[src/rtl/sar_serial_core.sv]
module sar_serial_core #(
  parameter int WIDTH = 8
) (
  input  logic             sclk,
  input  logic             cs_n,
  input  logic             din,
  input  logic             cmp_hi,
  output logic             dout,
  output logic             dout_en,
  output logic             busy,
  output logic [WIDTH-1:0] trial,
  output logic [7:0]       sel_pos,
  output logic [7:0]       sel_neg,
  output logic             neg_com
);
  localparam int STEP_W   = $clog2(2*WIDTH + 1);
  localparam int LAST_DEC = WIDTH + 1;
  localparam int TAIL     = 2*WIDTH;

  logic              started, armed, done_r;
  logic [1:0]        acnt;
  logic [3:0]        addr;
  logic [STEP_W-1:0] fstep;
  logic [WIDTH-1:0]  sar;
  logic              dout_r, en_r, busy_set;
  logic [2:0]        pos_idx;

  // rising edge: start hunt and address capture
  always_ff @(posedge sclk or posedge cs_n) begin
    if (cs_n) begin
      started <= 1'b0;
      armed   <= 1'b0;
      acnt    <= '0;
      addr    <= '0;
      done_r  <= 1'b0;
    end else begin
      if (!started) begin
        started <= din;
      end else if (!armed) begin
        addr <= {addr[2:0], din};
        acnt <= acnt + 2'd1;
        if (acnt == 2'd3) armed <= 1'b1;
      end
      if (fstep == STEP_W'(LAST_DEC)) done_r <= 1'b1;
    end
  end

  // falling edge: settle slot, decisions, serial output
  always_ff @(negedge sclk or posedge cs_n) begin
    if (cs_n) begin
      fstep    <= '0;
      sar      <= '0;
      dout_r   <= 1'b0;
      en_r     <= 1'b0;
      busy_set <= 1'b0;
    end else if (armed) begin
      if (fstep != STEP_W'(TAIL)) fstep <= fstep + 1'b1;
      if (fstep == '0) begin
        en_r     <= 1'b1;
        busy_set <= 1'b1;
        dout_r   <= 1'b0;
        sar      <= {1'b1, {(WIDTH-1){1'b0}}};
      end else if (int'(fstep) <= WIDTH) begin
        for (int i = 0; i < WIDTH; i++) begin
          if (i == WIDTH - int'(fstep))          sar[i] <= cmp_hi;
          else if (i == WIDTH - 1 - int'(fstep)) sar[i] <= 1'b1;
        end
        dout_r <= cmp_hi;
      end else begin
        dout_r <= 1'b0;
        for (int i = 1; i < WIDTH; i++)
          if (int'(fstep) == WIDTH + i) dout_r <= sar[i];
      end
    end
  end

  assign pos_idx = {addr[1], addr[0], addr[2]};
  assign sel_pos = armed ? (8'd1 << pos_idx) : 8'd0;
  assign sel_neg = (armed && !addr[3]) ? (8'd1 << (pos_idx ^ 3'd1)) : 8'd0;
  assign neg_com = armed & addr[3];
  assign trial   = sar;
  assign dout    = dout_r;
  assign dout_en = en_r;
  assign busy    = busy_set & ~done_r;

  AST_IDLE_NO_DRIVE: assert property (@(posedge sclk) disable iff (cs_n)
    !armed |-> (!dout_en && !busy));
  AST_BUSY_DRIVES: assert property (@(posedge sclk) disable iff (cs_n)
    busy |-> dout_en);
  AST_ADDR_FROZEN: assert property (@(posedge sclk) disable iff (cs_n)
    armed |=> ($stable(addr) && armed));
  AST_DONE_NOT_BUSY: assert property (@(posedge sclk) disable iff (cs_n)
    done_r |=> !busy);
  AST_TAIL_LOW: assert property (@(negedge sclk) disable iff (cs_n)
    (fstep == STEP_W'(TAIL)) |=> (!dout && dout_en));
endmodule

[config.mk]
export PLATFORM = sky130hd
export DESIGN_NAME = sar_serial_core
export DESIGN_NICKNAME = d
export VERILOG_FILES = /design/src/rtl/sar_serial_core.sv
export SDC_FILE = /design/constraint.sdc
export NUM_CORES = 1
export LEC_CHECK = 0
export ABC_AREA = 1
export BUFFER_PORTS_ARGS = -buffer_cell sky130_fd_sc_hd__clkbuf_2
export CORE_ASPECT_RATIO = 2
export CORE_MARGIN = 2
export CORE_UTILIZATION = 51
export CTS_BUF_LIST = sky130_fd_sc_hd__clkbuf_2 sky130_fd_sc_hd__clkbuf_4 sky130_fd_sc_hd__clkbuf_8
export DETAILED_ROUTE_END_ITERATION = 6
export PLACE_DENSITY = 0.74
export SETUP_SLACK_MARGIN = 0.02
export SYNTH_ARGS = -nofsm -noshare
export SYNTH_HDL_FRONTEND = slang
export SYNTH_SLANG_ARGS = --single-unit
[constraint.sdc]
create_clock -name sclk -period 1.8 [get_ports sclk]
set_input_delay 0.18 -clock sclk [delete_from_list [all_inputs] [get_ports sclk]]
set_output_delay 0.18 -clock sclk [all_outputs]
set_load 0.01 [all_outputs]
==> summary.md <==
| Metric | Value |
|---|---|
| Status | finished, violations left |
| Failing checks | negative setup slack |
| Max VDD drop | 1280 µV |
| Least-Margin Pin Slew | 0.286 ns |
| Initial core utilization | 52.4% |
| Reg clk slew, reported paths | 0.09 ns |
| Area taken by multi-input logic gates | 932 µm² |
| Crit Path Class | flop to output pin |
| GPL Wtd Cong | 0.958 |
| Fillers | 278 |
| Final Max Slew Viols | 0 |
| CTS Buf Count | 3 |
| RSZ-0062 raised after global routing | yes |
| Pre-CTS setup slack | -0.168 ns |
| Critical path data arrival time | 1.85 ns |
| Worst Hold Path Cells | 2 |
| Die height | 84.1 µm |
| Antenna viol nets, final | 0 |
| Row count | 29 |
| Reg2reg setup slack | -0.20 ns |
| Overall Global Routing Usage | 25.1% |
| DRT Wirelength | 4.15 mm |
| Setup violators final | 27 |
| Syn Nets | 223 |
| Max-slew headroom | 80.9% |
| Core Util, Final | 69.1% |
| Hold WC Path Type | input port to flop |
| Share of cells above drive strength 1 | 36.8% |
| Synth top area share | 23.0% |
| Io pins | 32 |
| Reg2reg start | fstep[1]$_DFFE_NP0P_ |
| Cell Pwr Density | 1900 nW/µm² |
| Syn Inst Count | 212 |
| Remaining DRCs | 0 |
| Pin count of the biggest net entering global routing | 20 |
| Core box area | 3120 µm² |
| Post-synthesis cell type count | 31 |
| Max_cap viols | 0 |
| Warnings, synthesis | 0 |
| Startpoint types | flop |
| Synth top area cells | dfrtn_1 (23%), dfrtp_1 (14%), nand2_1 (11%), ha_1 (5.4%), nand3_1 (5.2%) |
| Diode count | 0 |
| Max FO, Critical Path | 2 |
| Vias in the first global route | 1645 |
| DR WL/cell | 13.5 µm |
| Htree depth | 1 |
| Clock Tree Buf Depth | 2 |
| Crit end category | output pin |
| Area growth syn-to-layout | 31.9% |
| Post-layout nets | 289 |
| Via count | 1612 |
| Mapped cell area | 1640 µm² |
| HPWL Detailed | 3.22 mm |
| Post-synth top area cell | dfrtn_1 |
| R2R cell count | 5 |
| Die footprint | 3700 µm² |
| Post-DR vias/cell | 5.23 |
| Setup WS post-layout | -0.230 ns |
| Clk sinks | 24 |
| Hold_sp | din |
| CTS tree | done |
| End of the worst hold path | started$_DFF_PP0_ |
| Post-layout power | 4.09 mW |
| Root Buffer | clkbuf_8 |
| Initial antenna violation count | 0 |
| Register area | 601 µm² |
| Iter 0 DRT Violations | 39 |
| Die width | 44.0 µm |
| Clock Skews | 0.00940 ns |
| Clk Latency, worst-skew pair | 0.28 ns |
| Syn avg cell area | 7.71 µm² |
| Register area share after synthesis | 36.7% |
| Detailed Routing Iterations Pass 1 | 5 |
| GRT Residual Overflow | 0 |
| Yosys reg bits | 24 |
| First-pass GRT wire length | 7.07 mm |
| IO buf count | 31 |
| Static Leak | 1.11 nW |
| Final Hold Vio Count | 0 |
| Worst endpoint required time | 1.62 ns |
| RR Endpoint | done_r$_DFFE_PP0N_ |
[timing repair]
action / in CTS / in global routing
resized for setup: 4 / 17
hold buffers: 1 / 0
endpoints found under the hold margin: 3 / 0
pin swaps: 1 / 3
endpoints found under the setup margin: 27 / 27
buffers inserted: 9 / 2
[layout by cell type, fill, tap and decap left out, drive strengths merged]
cell type,instances
a211oi,1
a21oi,7
buf,45
clkbuf,24
clkinv,1
dfrtn,15
dfrtp,9
dlygate4sd3,1
ha,7
inv,25
mux2,1
nand2,54
nand3,18
nand4,3
nor2,27
nor3,9
nor4,1
o21ai,21
o31ai,2
or2,2
xnor2,1
xor2,3
[power breakdown]
group          internal, mW  switching [mW]  total, mW  leakage [nW]
combinational          1.13            1.58       2.71         0.808
sequential            0.810           0.190      0.999         0.270
clock                 0.196           0.187      0.383        0.0288
[final cells by class]
type | instances | share of cell area, %
inverters | 26 | 5.10
clock buffers | 4 | 2.55
well taps | 31 | 1.80
flip-flops and latches | 24 | 27.8
repair buffers | 66 | 19.5
multi-input cells | 157 | 43.2
[metrics by stage]
stage / setup TNS, ns / hold slack (ns) / area, µm² / cells
floorplan: -0.323 / 0.194 / 1650 / 212
CTS: -2.73 / 0.106 / 2110 / 306
detailed placement: -1.21 / 0.208 / 1970 / 292
finish: -2.71 / 0.101 / 2160 / 308
global route: -3.97 / 0.124 / 2160 / 308
global placement: -1.02 / 0.197 / 1970 / 292
[synthesized netlist by cell type (all sizes together)]
master and number:
a211oi 1, xor2 3, or2 2, o31ai 2, mux2 1, nand3 18
nand4 3, nor4 1, xnor2 1, nor2 27, nor3 9, dfrtn 15
buf 4, ha 7, inv 25, clkinv 1, o21ai 21, dfrtp 9
nand2 54, a21oi 7, clkbuf 1
[per-layer routing]
metal / vias up / part of all wire (%) / GRT usage (%)
met5: - / 0 / 0
met4: 0 / 2.8 / 13.2
met3: 9 / 2.6 / 1.52
met2: 41 / 59 / 48.8
met1: 746 / 35 / 23.7
li1: 816 / - / -
[critical path, cell delays in order (launching register included)]
cell	delay, ns
dfrtn_1	0.41
inv_1	0.06
nor2_1	0.07
buf_2	0.13
[registers in the layout (all words and copies together) (netlist names)]
signal	flops
acnt	2
busy_set	1
fstep	5
addr	4
started	1
dout	1
trial	8
done_r	1
armed	1
[kinds of logic after synthesis]
kind of cell,after synthesis,share of synthesized area (%)
buffers and inverters,31,9.72
adder cells (fa/ha/maj),7,5.36
flip-flops,24,36.7
multiplexers,1,0.689
AND/OR/NAND/NOR,114,33.4
XOR/XNOR,4,2.14
AO/OA/AOI/OAI,31,11.9
[worst max path at each step]
stage,from,end,slack [ns]
4_1_cts,busy_set$_DFFE_NP0P_,busy,-0.25
2_1_floorplan,fstep[1]$_DFFE_NP0P_,done_r$_DFFE_PP0N_,-0.23
3_5_place_dp,fstep[1]$_DFFE_NP0P_,done_r$_DFFE_PP0N_,-0.17
5_1_grt,busy_set$_DFFE_NP0P_,busy,-0.30
6_report,busy_set$_DFFE_NP0P_,busy,-0.23
3_3_place_gp,fstep[1]$_DFFE_NP0P_,done_r$_DFFE_PP0N_,-0.14
Power figures use the tool's default switching activity.
